`config.mk`:
```
export PLATFORM = sky130hd
export DESIGN_NAME = clkmon_event_reg
export DESIGN_NICKNAME = d
export VERILOG_FILES = /design/src/rtl/clkmon_pkg.sv /design/src/rtl/clkmon_sync.sv /design/src/rtl/clkmon_edge.sv /design/src/rtl/clkmon_evreg.sv /design/src/rtl/clkmon_event_reg.sv
export SDC_FILE = /design/constraint.sdc
export NUM_CORES = 1
export LEC_CHECK = 0
export BUFFER_PORTS_ARGS = -buffer_cell sky130_fd_sc_hd__buf_2
export CORE_ASPECT_RATIO = 1.1
export CORE_MARGIN = 2
export CORE_UTILIZATION = 45
export CTS_CLUSTER_DIAMETER = 50
export DETAILED_ROUTE_END_ITERATION = 8
export PLACE_DENSITY_LB_ADDON = 0.12
export SLEW_MARGIN = 40
export SYNTH_ARGS = -nofsm -noshare
export SYNTH_HDL_FRONTEND = slang
export SYNTH_SLANG_ARGS = --single-unit
export TNS_END_PERCENT = 5
```
`constraint.sdc`:
```
create_clock -name clk -period 1.7 [get_ports clk]
set_clock_uncertainty 0.15 [all_clocks]
set_input_delay 0.255 -clock clk [delete_from_list [all_inputs] [get_ports clk]]
set_output_delay 0.255 -clock clk [all_outputs]
set_load 0.05 [all_outputs]
```
`src/rtl/clkmon_pkg.sv`:
```
package clkmon_pkg;
  localparam int ADDR_W   = 3;
  localparam int DATA_W   = 8;
  localparam int N_ALARM  = 4;
  localparam int N_EVT    = 2 * N_ALARM;
  localparam int AUX_W    = DATA_W - N_ALARM;

  localparam logic [ADDR_W-1:0] OFS_STATUS = 3'd2;
  localparam logic [ADDR_W-1:0] OFS_EVENT  = 3'd6;
  localparam logic [ADDR_W-1:0] OFS_LINEID = 3'd7;

  // alarm index order sets the event bit pairs: 2*i rise, 2*i+1 fall
  typedef enum int {
    ALM_PRI  = 0,
    ALM_SEC  = 1,
    ALM_HOLD = 2,
    ALM_UNLK = 3
  } alarm_idx_e;
endpackage

```
`src/rtl/clkmon_sync.sv`:
```
module clkmon_sync #(
  parameter int WIDTH  = 4,
  parameter int STAGES = 2
) (
  input  logic             clk,
  input  logic [WIDTH-1:0] async_i,
  output logic [WIDTH-1:0] sync_o
);
  logic [WIDTH-1:0] chain [STAGES];

  // no reset: chain keeps tracking the inputs while rst is high
  always_ff @(posedge clk) chain[0] <= async_i;

  generate
    for (genvar s = 1; s < STAGES; s++) begin : g_stage
      always_ff @(posedge clk) chain[s] <= chain[s-1];
    end
  endgenerate

  assign sync_o = chain[STAGES-1];
endmodule

```
`src/rtl/clkmon_edge.sv`:
```
module clkmon_edge #(
  parameter int WIDTH = 4
) (
  input  logic               clk,
  input  logic               rst,
  input  logic [WIDTH-1:0]   lvl_i,
  output logic [2*WIDTH-1:0] edge_o
);
  logic [WIDTH-1:0] hist_q;

  // history follows the level during reset so release yields no edge
  always_ff @(posedge clk) hist_q <= lvl_i;

  generate
    for (genvar i = 0; i < WIDTH; i++) begin : g_dir
      assign edge_o[2*i]   =  lvl_i[i] & ~hist_q[i];
      assign edge_o[2*i+1] = ~lvl_i[i] &  hist_q[i];
    end
  endgenerate

  logic unused_rst;
  assign unused_rst = rst;
endmodule

```
`src/rtl/clkmon_evreg.sv`:
```
module clkmon_evreg #(
  parameter int N_EVT = 8
) (
  input  logic             clk,
  input  logic             rst,
  input  logic [N_EVT-1:0] edge_i,
  input  logic             clr_i,
  output logic [N_EVT-1:0] evt_o,
  output logic             irq_o
);
  logic [N_EVT-1:0] evt_q;
  logic [N_EVT-1:0] evt_d;
  logic             irq_q;

  always_comb begin
    evt_d = (clr_i ? '0 : evt_q) | edge_i;
  end

  always_ff @(posedge clk) begin
    if (rst) begin
      evt_q <= '0;
      irq_q <= 1'b0;
    end else begin
      evt_q <= evt_d;
      irq_q <= |evt_d;
    end
  end

  assign evt_o = evt_q;
  assign irq_o = irq_q;
endmodule

```
`src/rtl/clkmon_event_reg.sv`:
```
module clkmon_event_reg
  import clkmon_pkg::*;
#(
  parameter int          SYNC_STAGES = 2,
  parameter logic [3:0]  IRQ_LINE    = 4'h5
) (
  input  logic              clk,
  input  logic              rst,
  input  logic              los_pri_i,
  input  logic              los_sec_i,
  input  logic              holdover_i,
  input  logic              unlock_i,
  input  logic [AUX_W-1:0]  aux_stat_i,
  input  logic              rd_en_i,
  input  logic [ADDR_W-1:0] rd_addr_i,
  output logic [DATA_W-1:0] rd_data_o,
  output logic              evt_irq_o
);
  logic [N_ALARM-1:0] alm_raw;
  logic [N_ALARM-1:0] alm_sync;
  logic [N_EVT-1:0]   edge_w;
  logic [N_EVT-1:0]   evt_q;
  logic               clr_w;
  logic [DATA_W-1:0]  status_w;
  logic [DATA_W-1:0] rd_q;

  assign alm_raw[ALM_PRI]  = los_pri_i;
  assign alm_raw[ALM_SEC]  = los_sec_i;
  assign alm_raw[ALM_HOLD] = holdover_i;
  assign alm_raw[ALM_UNLK] = unlock_i;

  clkmon_sync #(.WIDTH(N_ALARM), .STAGES(SYNC_STAGES)) u_sync (
    .clk     (clk),
    .async_i (alm_raw),
    .sync_o  (alm_sync)
  );

  clkmon_edge #(.WIDTH(N_ALARM)) u_edge (
    .clk    (clk),
    .rst    (rst),
    .lvl_i  (alm_sync),
    .edge_o (edge_w)
  );

  assign clr_w = rd_en_i && (rd_addr_i == OFS_EVENT);

  clkmon_evreg #(.N_EVT(N_EVT)) u_evreg (
    .clk    (clk),
    .rst    (rst),
    .edge_i (edge_w),
    .clr_i  (clr_w),
    .evt_o  (evt_q),
    .irq_o  (evt_irq_o)
  );

  // status byte: alarms in the high nibble, reversed index order
  generate
    for (genvar i = 0; i < N_ALARM; i++) begin : g_stat
      assign status_w[DATA_W-1-i] = alm_sync[i];
    end
  endgenerate
  assign status_w[AUX_W-1:0] = aux_stat_i;

  always_ff @(posedge clk) begin
    if (rst) begin
      rd_q <= '0;
    end else if (rd_en_i) begin
      case (rd_addr_i)
        OFS_STATUS: rd_q <= status_w;
        OFS_EVENT:  rd_q <= evt_q;
        OFS_LINEID: rd_q <= {{(DATA_W-4){1'b0}}, IRQ_LINE};
        default:    rd_q <= '0;
      endcase
    end
  end

  assign rd_data_o = rd_q;
endmodule

```
==> flow_metrics.py, run 1 <==
metrics = {
    "run_status": {
        "status": "complete, no violations",
    },
    "global_routing": {
        "use_met1": 0.1817,
        "busiest_layer": "met2",
        "grt_max_degree": 16,
        "overflow": 0,
        "grt_use_total": 0.1659,
        "met3_usage": 0.05000,
        "grt_pass1_vias": 787,
        "grtUsageMet2": 0.2838,
        "antenna_found_initial": 0,
        "grt_pass1_wl_um": 3194,
    },
    "worst_setup_path": {
        "cp_slowest_cell": "or4_1",
        "critPathLaunchType": "register",
        "r2r_cells": 3,
        "ff2ff_setup_slack_ns": 0.35,
        "path_class": "reg2reg",
        "rr_startpoint": "u_evreg.evt_o[1]",
        "cpPeakStageDelay_ns": 0.52,
        "critPathTopFamily": "simple AND/OR/NAND/NOR gates",
        "cp.required_ns": 1.74,
        "arrival_ns": 1.39,
        "crit_fanout": 3,
        "rr_endpoint": "u_evreg.irq_o",
        "critPathCaptureType": "register",
        "path_buf_inv": 0,
        "path_cells": "or4_1 -> o21ai_1 -> a41oi_1",
    },
    "synth": {
        "synth_cell_types": 16,
        "synth_largest_area_cell": "dfxtp_1",
        "synth_top_area_share": 0.5757,
        "syn-num-nets": 115,
        "syn_avg_cell_area_um2": 9.985,
        "ys_seq_elements": 29,
        "seq_area_frac_synth": 0.5757,
        "synth-warning-count": 0,
        "syn_area_mm2": 0.001008,
        "synth_area_leaders": "dfxtp_1, nor2b_1, a21oi_1",
        "syn_inst": 101,
    },
    "route": {
        "dr.first_iter.drc_count": 6,
        "vias_per_cell": 4.905,
        "wirelength_um": 1838,
        "drcViolationCount": 0,
        "wire_per_inst_um": 11.63,
        "ant_nets": 0,
        "drt_first_pass_iters": 3,
        "num_vias": 775,
    },
    "sta": {
        "setup_viol": 0,
        "rsz0062_at_grt": "no",
        "maxSlewViolCount": 0,
        "fin_crit_ns": 1.352,
        "timing.final.ws_setup_ns": 0.3480,
        "fin_setup_tns_ns": 0,
        "finalCritPeriodShare": 0.7953,
        "max_slew_margin": 0.8328,
        "worst_pin_slew_ns": 0.2500,
        "hold_viol": 0,
        "fmax_mhz": 739.6,
    },
    "die": {
        "ios": 23,
        "die_width_um": 49.14,
        "start_util": 0.4888,
        "dieArea_mm2": 0.002636,
        "core_mm2": 0.002063,
        "die_y_um": 53.65,
        "rows": 17,
    },
    "power": {
        "p_per_area_mw_per_mm2": 1100,
        "p_total_mw": 1.378,
        "peakVddDrop_uv": 827.7,
        "p_leak_nw": 0.5590,
    },
    "min_path": {
        "worstHoldEndpoint": "rd_data_o[1]",
        "min_from": "aux_stat_i[1]",
        "holdPathStages": 4,
        "min_path_type": "in2reg",
    },
    "clocking": {
        "cts_tree": "built",
        "cts_buffers": 5,
        "clock-sinks": 29,
        "cts.htree.levels": 2,
        "clk_latency_ns": 0.31,
        "cts_max_path_buffers": 2,
        "cts-root-buf": "clkbuf_4",
        "cts.reportedPaths.clkPinSlew_ns": 0.09,
        "post_cts_buffers": 0,
        "cts_resized": 0,
        "cts_hold_buf": 4,
    },
    "job": {
        "drv_cap": 0,
    },
    "final_layout": {
        "antennaDiodeCount": 0,
        "final_common_cell": "dfxtp_1",
        "nets": 144,
        "utilization": 0.6070,
        "drive_above_1_share": 0.2846,
        "fillers": 189,
        "mostFrequentLayoutCells": "dfxtp_1, buf_2, nor2_1",
        "area_delta_synth_final_pct": 24.19,
    },
    "place": {
        "gp_congestion": 0.7637,
        "post-dp-hpwl_um": 1334,
        "port_buffers": 22,
        "place_worst_setup_slack_ns": 0.3587,
    },
}
cells by family (layout without fill, tap and decap cells):
group,count (synthesis),count (layout),share of synthesized area
AND/OR/NAND/NOR,39,39,0.2159
multiplexers,6,6,0.06699
buffers and inverters,5,34,0.02109
flip-flops,29,29,0.5757
AO/OA/AOI/OAI,22,22,0.1204
per-layer routing:
| metal | routed length [µm] | vias up |
|---|---|---|
| met5 | 0 | - |
| met4 | 53 | 0 |
| met3 | 89 | 6 |
| met2 | 880 | 20 |
| met1 | 815 | 347 |
| li1 | - | 402 |
stage by stage:
stage | hold slack, ns | instances | cell area (µm²)
2_1_floorplan | 0.1327 | 101 | 1008
3_3_place_gp | 0.1601 | 147 | 1140
3_5_place_dp | 0.1621 | 147 | 1140
4_1_cts | 0.1471 | 158 | 1252
5_1_grt | 0.1682 | 158 | 1252
6_report | 0.1503 | 158 | 1252
cell type report:
type | count | area (µm²) | area share
flip-flops and latches | 29 | 580.6 | 0.4635
multi-input cells | 67 | 406.6 | 0.3247
repair buffers | 27 | 157.7 | 0.1259
clock buffers | 5 | 37.54 | 0.02997
clock inverters | 2 | 35.03 | 0.02797
well taps | 28 | 35.03 | 0.02797
registers in the layout (all words and copies together) (netlist names):
register and cells:
u_evreg.irq_o 1, u_evreg.evt_o 8, u_edge.hist_q 4, rd_data_o 8, u_sync.chain 8
synthesized netlist by cell type:
master,instances
o21ai_0,4
clkbuf_1,3
a22o_1,2
nand4b_2,1
and3b_1,2
dfxtp_1,29
o21ai_1,1
nand2b_1,2
mux2_2,6
or4_1,2
nor4_1,1
nor2b_1,14
nor2_1,17
a41oi_1,1
buf_2,2
a21oi_1,14
worst max-delay path by stage:
stage                           from  depth (start not counted)  slack [ns]            end
floorplan           u_evreg.evt_o[5]                          3        0.41  u_evreg.irq_o
global placement    u_evreg.evt_o[1]                          3        0.38  u_evreg.irq_o
detailed placement  u_evreg.evt_o[2]                          3        0.36  u_evreg.irq_o
CTS                 u_evreg.evt_o[1]                          3        0.35  u_evreg.irq_o
global route        u_evreg.evt_o[2]                          3        0.30  u_evreg.irq_o
finish              u_evreg.evt_o[1]                          3        0.35  u_evreg.irq_o
power by group:
group          internal (mW)  switching, mW  total [mW]
Sequential             0.714         0.0186       0.732
Clock                  0.299          0.212       0.511
Combinational         0.0610         0.0739       0.135
worst register-to-register path: stages (launching register included):
cell and delay, ns:
dfxtp_1 0.33, or4_1 0.52, o21ai_1 0.13, a41oi_1 0.10
Power figures use the tool's default switching activity.
==> run 2: changes to the inputs <==
--- a/config.mk
+++ b/config.mk
@@ -5,6 +5,7 @@
 export SDC_FILE = /design/constraint.sdc
 export NUM_CORES = 1
 export LEC_CHECK = 0
+export ABC_AREA = 1
 export BUFFER_PORTS_ARGS = -buffer_cell sky130_fd_sc_hd__buf_2
 export CORE_ASPECT_RATIO = 1.1
 export CORE_MARGIN = 2
==> constraint.sdc (replaced) <==
create_clock -name clk -period 1.2 [get_ports clk]
set_clock_uncertainty 0.15 [all_clocks]
set_input_delay 0.18 -clock clk [delete_from_list [all_inputs] [get_ports clk]]
set_output_delay 0.18 -clock clk [all_outputs]
set_load 0.05 [all_outputs]
==> run 2 against run 1 <==
Sequential share of layout area shrank 2.8 points. Clock power grew 12%. Critical path depth shrank 2. Die area grew 1.4%. Routed wire length grew 2.3%. Sequential cell count is the same. Area after synthesis grew 1.5%. Highest routed layer unchanged.
==> flow_metrics.py, run 2 <==
metrics = {
    "sta": {
        "maxSlewViolCount": 0,
        "finalCritPeriodShare": 0.9735,
        "worst_pin_slew_ns": 0.3000,
        "rsz0062_at_grt": "no",
        "max_slew_margin": 0.8000,
        "timing.final.ws_setup_ns": 0.03176,
        "fmax_mhz": 856.0,
        "hold_viol": 0,
        "setup_viol": 0,
        "fin_crit_ns": 1.168,
        "worst_hold_slack_ns": 0.04299,
    },
    "final_layout": {
        "fillers": 223,
        "multi_input_area_um2": 387.9,
        "seq_area_um2": 593.1,
        "utilization": 0.6173,
        "area_delta_synth_final_pct": 33.13,
        "mostFrequentLayoutCells": "nand2_1, dfxtp_1, a21oi_1",
        "nets": 176,
        "final_common_cell": "nand2_1",
        "drive_above_1_share": 0.3272,
        "antennaDiodeCount": 0,
    },
    "worst_setup_path": {
        "cp_slowest_cell": "dfxtp_1",
        "critPathTopFamily": "flip-flops",
        "path_cells": "buf_6",
        "path_buf_inv": 1,
        "crit_fanout": 2,
        "cp.required_ns": 0.87,
        "r2r_cells": 7,
        "rr_startpoint": "u_sync.chain[0][5]",
        "critPathCaptureType": "primary output",
        "cpPeakStageDelay_ns": 0.35,
        "critPathLaunchType": "register",
        "rr_endpoint": "u_evreg.irq_o",
        "critPathLaunch": "rd_data_o[1]",
        "ff2ff_setup_slack_ns": 0.05,
        "arrival_ns": 0.84,
        "path_class": "reg2out",
    },
    "die": {
        "dieArea_mm2": 0.002672,
        "ios": 23,
        "rows": 18,
        "die_y_um": 54.02,
        "die_width_um": 49.47,
        "core_mm2": 0.002207,
        "start_util": 0.4637,
    },
    "place": {
        "port_buffers": 22,
        "gp_congestion": 0.8179,
        "post-dp-hpwl_um": 1399,
        "place_worst_setup_slack_ns": -0.08033,
    },
    "global_routing": {
        "grt_pass1_vias": 808,
        "overflow": 0,
        "grt_use_total": 0.1617,
        "antenna_found_initial": 0,
        "grt_pass1_wl_um": 3111,
        "grt_max_degree": 18,
    },
    "job": {
        "drv_cap": 0,
    },
    "route": {
        "wirelength_um": 1881,
        "drcViolationCount": 0,
        "ant_nets": 0,
        "drt_first_pass_iters": 4,
        "dr.first_iter.drc_count": 5,
        "num_vias": 900,
        "vias_per_cell": 4.688,
        "wire_per_inst_um": 9.797,
    },
    "synth": {
        "synthArstFlopShare": 0,
        "synth_cell_types": 15,
        "synthTopCellsByCount": "nand2_1, dfxtp_1, a21oi_1, inv_1, o21ai_0",
        "syn_avg_cell_area_um2": 8.123,
        "yosysMostFrequentCell": "nand2_1",
        "ys_seq_elements": 29,
        "synth_largest_area_cell": "dfxtp_1",
        "syn_inst": 126,
        "seq_area_frac_synth": 0.5672,
        "syn-num-nets": 140,
        "synth_top_area_share": 0.5672,
        "ys.flop_type": "dfxtp_1",
        "synth_area_leaders": "dfxtp_1, nand2_1, a21oi_1",
        "syn_area_mm2": 0.001023,
        "synth-edff-count": 0,
        "synth-warning-count": 0,
    },
    "min_path": {
        "holdPathStages": 5,
        "worstHoldEndpoint": "rd_data_o[1]",
        "min_from": "aux_stat_i[1]",
        "min_path_type": "in2reg",
    },
    "clocking": {
        "cts_buffers": 5,
        "cts.reportedPaths.clkPinSlew_ns": 0.09,
        "cts-root-buf": "clkbuf_4",
        "clk_latency_ns": 0.32,
        "cts.htree.levels": 2,
        "clock-sinks": 29,
        "cts_max_path_buffers": 2,
        "cts_tree": "built",
    },
    "run_status": {
        "status": "complete, no violations",
    },
    "power": {
        "p_per_area_mw_per_mm2": 1342,
        "p_leak_nw": 0.6231,
        "peakVddDrop_uv": 817.7,
    },
}
[run 2: cell type report]
cell class              instances  area share
flip-flops and latches         29      0.4353
multi-input cells              83      0.2847
repair buffers                 32      0.1818
clock buffers                   7     0.04040
inverters                      11     0.03030
well taps                      30     0.02755
[run 2: how the worst max path moves through the flow]
stage	to	depth (start not counted)
3_3_place_gp	u_evreg.irq_o	9
3_5_place_dp	u_evreg.irq_o	9
6_report	rd_data_o[1]	1
4_1_cts	u_evreg.irq_o	7
5_1_grt	rd_data_o[1]	1
2_1_floorplan	u_evreg.irq_o	8
[run 2: cells by family (layout without fill, tap and decap cells)]
family | after synthesis | count (layout) | synth area share
compound gates | 26 | 26 | 0.1271
buf+inv | 14 | 50 | 0.05867
flops | 29 | 29 | 0.5672
simple gates | 57 | 57 | 0.2469
[run 2: what timing repair did]
item,CTS,global route
pin swaps,1,1
setup buffers,0,0
endpoints found under the hold margin,4,0
endpoints found under the setup margin,10,8
gates resized for setup,15,17
hold buffers,4,0
[run 2: power by group]
part | internal, mW | switching (mW) | leakage (nW)
logic | 0.0950 | 0.125 | 0.348
registers | 1.01 | 0.0228 | 0.244
clock network | 0.276 | 0.296 | 0.0314
total | 1.38 | 0.444 | 0.623
[run 2: metrics by stage]
| stage | power, mW | setup TNS [ns] | std cells | cell area (µm²) |
|---|---|---|---|---|
| after CTS | 1.847 | -0.00002964 | 192 | 1333 |
| after global routing | 1.918 | 0 | 192 | 1363 |
| final | 1.828 | 0 | 192 | 1363 |
| after floorplan | 1.182 | 0 | 126 | 1023 |
| after detailed placement | 1.254 | -0.2519 | 181 | 1197 |
| after global placement | 1.248 | -0.04981 | 181 | 1197 |
[run 2: per-layer routing]
| metal | vias up | global-route usage | wire [µm] |
|---|---|---|---|
| li1 | 476 | - | - |
| met1 | 404 | 0.1525 | 788 |
| met2 | 16 | 0.3063 | 978 |
| met3 | 4 | 0.05000 | 88 |
| met4 | 0 | 0.1111 | 25 |
| met5 | - | 0 | 0 |
[run 2: worst register-to-register path, delay by kind of cell, from the launching register on]
kind	cells	cell delay, ns
and+or+nand+nor	6	0.56
DFF	1	0.33
buffers and inverters	1	0.04
==> run 3: changes to the inputs <==
--- a/config.mk
+++ b/config.mk
@@ -5,7 +5,6 @@
 export SDC_FILE = /design/constraint.sdc
 export NUM_CORES = 1
 export LEC_CHECK = 0
-export ABC_AREA = 1
 export BUFFER_PORTS_ARGS = -buffer_cell sky130_fd_sc_hd__buf_2
 export CORE_ASPECT_RATIO = 1.1
 export CORE_MARGIN = 2
@@ -13,6 +12,7 @@
 export CTS_CLUSTER_DIAMETER = 50
 export DETAILED_ROUTE_END_ITERATION = 8
 export PLACE_DENSITY_LB_ADDON = 0.12
+export SKIP_CTS_REPAIR_TIMING = 1
 export SLEW_MARGIN = 40
 export SYNTH_ARGS = -nofsm -noshare
 export SYNTH_HDL_FRONTEND = slang
==> run 3 against run 2 <==
The run now ends with setup timing left. Count of clock-buffer cells in the layout stayed put. Register-to-register slack got worse by 0.21 ns. Sequential share of layout area fell by 1.5 points. Routed wire length is 8.5% higher. Sequential power barely moved. Global-route usage rose by 0.68 points. Critical path depth up 2. Combinational power rose by 6%. Highest routed layer unchanged. Power rose by 14%.
==> flow_metrics.py, run 3 (synthesis results as in run 1) <==
metrics = {
    "worst_setup_path": {
        "critPathLaunch": "u_evreg.evt_o[2]",
        "path_class": "reg2reg",
        "r2r_cells": 3,
        "ff2ff_setup_slack_ns": -0.16,
        "arrival_ns": 1.40,
        "rr_endpoint": "u_evreg.irq_o",
        "crit_fanout": 2,
        "critPathCaptureType": "register",
        "crit_end": "u_evreg.irq_o",
        "critPathLaunchType": "register",
        "cp.required_ns": 1.24,
        "rr_startpoint": "u_evreg.evt_o[2]",
    },
    "clocking": {
        "clk_latency_ns": 0.31,
        "cts_max_path_buffers": 2,
        "cts_tree": "built",
        "cts_buffers": 5,
        "cts.reportedPaths.clkPinSlew_ns": 0.09,
        "clock-sinks": 29,
        "cts-root-buf": "clkbuf_4",
        "cts.htree.levels": 2,
    },
    "sta": {
        "fin_crit_ns": 1.360,
        "timing.final.ws_setup_ns": -0.1601,
        "finalCritPeriodShare": 1.133,
        "hold_viol": 0,
        "worst_pin_slew_ns": 0.2695,
        "setup_viol": 1,
        "rsz0062_at_grt": "yes",
        "maxSlewViolCount": 0,
        "max_slew_margin": 0.8203,
        "fmax_mhz": 735.3,
        "worst_hold_slack_ns": 0.08238,
    },
    "final_layout": {
        "nets": 152,
        "drive_above_1_share": 0.3597,
        "antennaDiodeCount": 0,
        "mostFrequentLayoutCells": "dfxtp_1, nor2_1, nor2b_1",
        "final_common_cell": "dfxtp_1",
        "area_delta_synth_final_pct": 37.72,
    },
    "die": {
        "core_mm2": 0.002063,
        "start_util": 0.4888,
        "die_width_um": 49.14,
        "dieArea_mm2": 0.002636,
        "die_y_um": 53.65,
        "ios": 23,
        "rows": 17,
    },
    "global_routing": {
        "grt_pass1_vias": 750,
        "antenna_found_initial": 0,
        "grt_pass1_wl_um": 3153,
        "grt_max_degree": 16,
        "overflow": 0,
        "grt_use_total": 0.1685,
    },
    "place": {
        "place_worst_setup_slack_ns": -0.1345,
        "port_buffers": 22,
        "gp_congestion": 0.7920,
        "post-dp-hpwl_um": 1448,
    },
    "route": {
        "wire_per_inst_um": 12.22,
        "drt_first_pass_iters": 4,
        "num_vias": 821,
        "dr.first_iter.drc_count": 6,
        "vias_per_cell": 4.916,
        "drcViolationCount": 0,
        "ant_nets": 0,
        "wirelength_um": 2040,
    },
    "power": {
        "p_per_area_mw_per_mm2": 1499,
        "p_total_mw": 2.082,
        "clockPowerShare": 0.391,
        "peakVddDrop_uv": 1008,
        "pwr-share-comb": 0.112,
        "seq_power_share": 0.497,
        "p_leak_nw": 0.6140,
        "swShare": 0.2194,
        "p_int_mw": 1.625,
        "p_switching_uw": 456.8,
    },
    "run_status": {
        "violations": "setup timing",
        "status": "complete, but fails checks",
    },
    "job": {
        "drv_cap": 0,
    },
    "min_path": {
        "min_path_type": "in2reg",
        "holdPathStages": 3,
    },
}
-- run 3: cell count changes in the layout (fill, tap and decap cells not counted), moves of 7 or more --
cell	before	now
dfxtp_1	19	26
nand2_1	39	0
nor2_1	6	17
nor2b_1	0	14
dfxtp_2	10	3
inv_1	7	0
-- run 3: layout make-up --
| type | instances | area, µm² |
|---|---|---|
| multi-input combinational | 67 | 414.1 |
| clock inverter | 1 | 30.03 |
| sequential | 29 | 584.3 |
| clock buffer | 7 | 55.05 |
| tap | 28 | 35.03 |
| timing repair buffer | 35 | 270.3 |
| fill | 189 | 674.4 |
-- run 3: through the flow --
step / cells / cell area [µm²] / TNS (ns) / utilization
2_1_floorplan: 101 / 1008 / -0.09448 / -
3_5_place_dp: 155 / 1200 / -0.4068 / 0.5816
6_report: 167 / 1389 / -0.1601 / 0.6731
3_3_place_gp: 155 / 1200 / -0.4971 / 0.5816
4_1_cts: 163 / 1285 / -0.5337 / 0.6228
5_1_grt: 167 / 1389 / -0.2391 / 0.6731
-- run 3: how the worst min path moves through the flow --
stage	end	from	slack [ns]
6_report	rd_data_o[2]	rst	0.08
5_1_grt	rd_data_o[1]	aux_stat_i[1]	0.09
4_1_cts	u_sync.chain[0][2]	holdover_i	-0.20
3_5_place_dp	u_sync.chain[0][2]	holdover_i	0.13
3_3_place_gp	u_sync.chain[0][1]	los_sec_i	0.13
2_1_floorplan	u_sync.chain[0][0]	los_pri_i	0.06
-- run 3: critical path: stages (launching register included) --
cell and delay (ns):
dfxtp_1 0.32, or4_1 0.52, o21ai_1 0.15, a41oi_1 0.10
-- run 3: routing by layer --
metal	share of wire	wire length, µm	vias up	global-route usage
met5	0	0	-	0
met4	0.024	48	0	0.1000
met3	0.044	89	6	0.07778
met2	0.53	1076	20	0.2950
met1	0.40	826	378	0.1667
li1	-	-	417	-
-- run 3: power by group through the flow --
stage                     Clock [mW]  Sequential [mW]  Combinational (mW)
after floorplan                    0             1.08               0.102
after global placement             0             1.05               0.209
after detailed placement           0             1.06               0.211
after CTS                      0.828             1.03               0.212
after global routing           0.872             1.04               0.254
final                          0.814             1.04               0.233
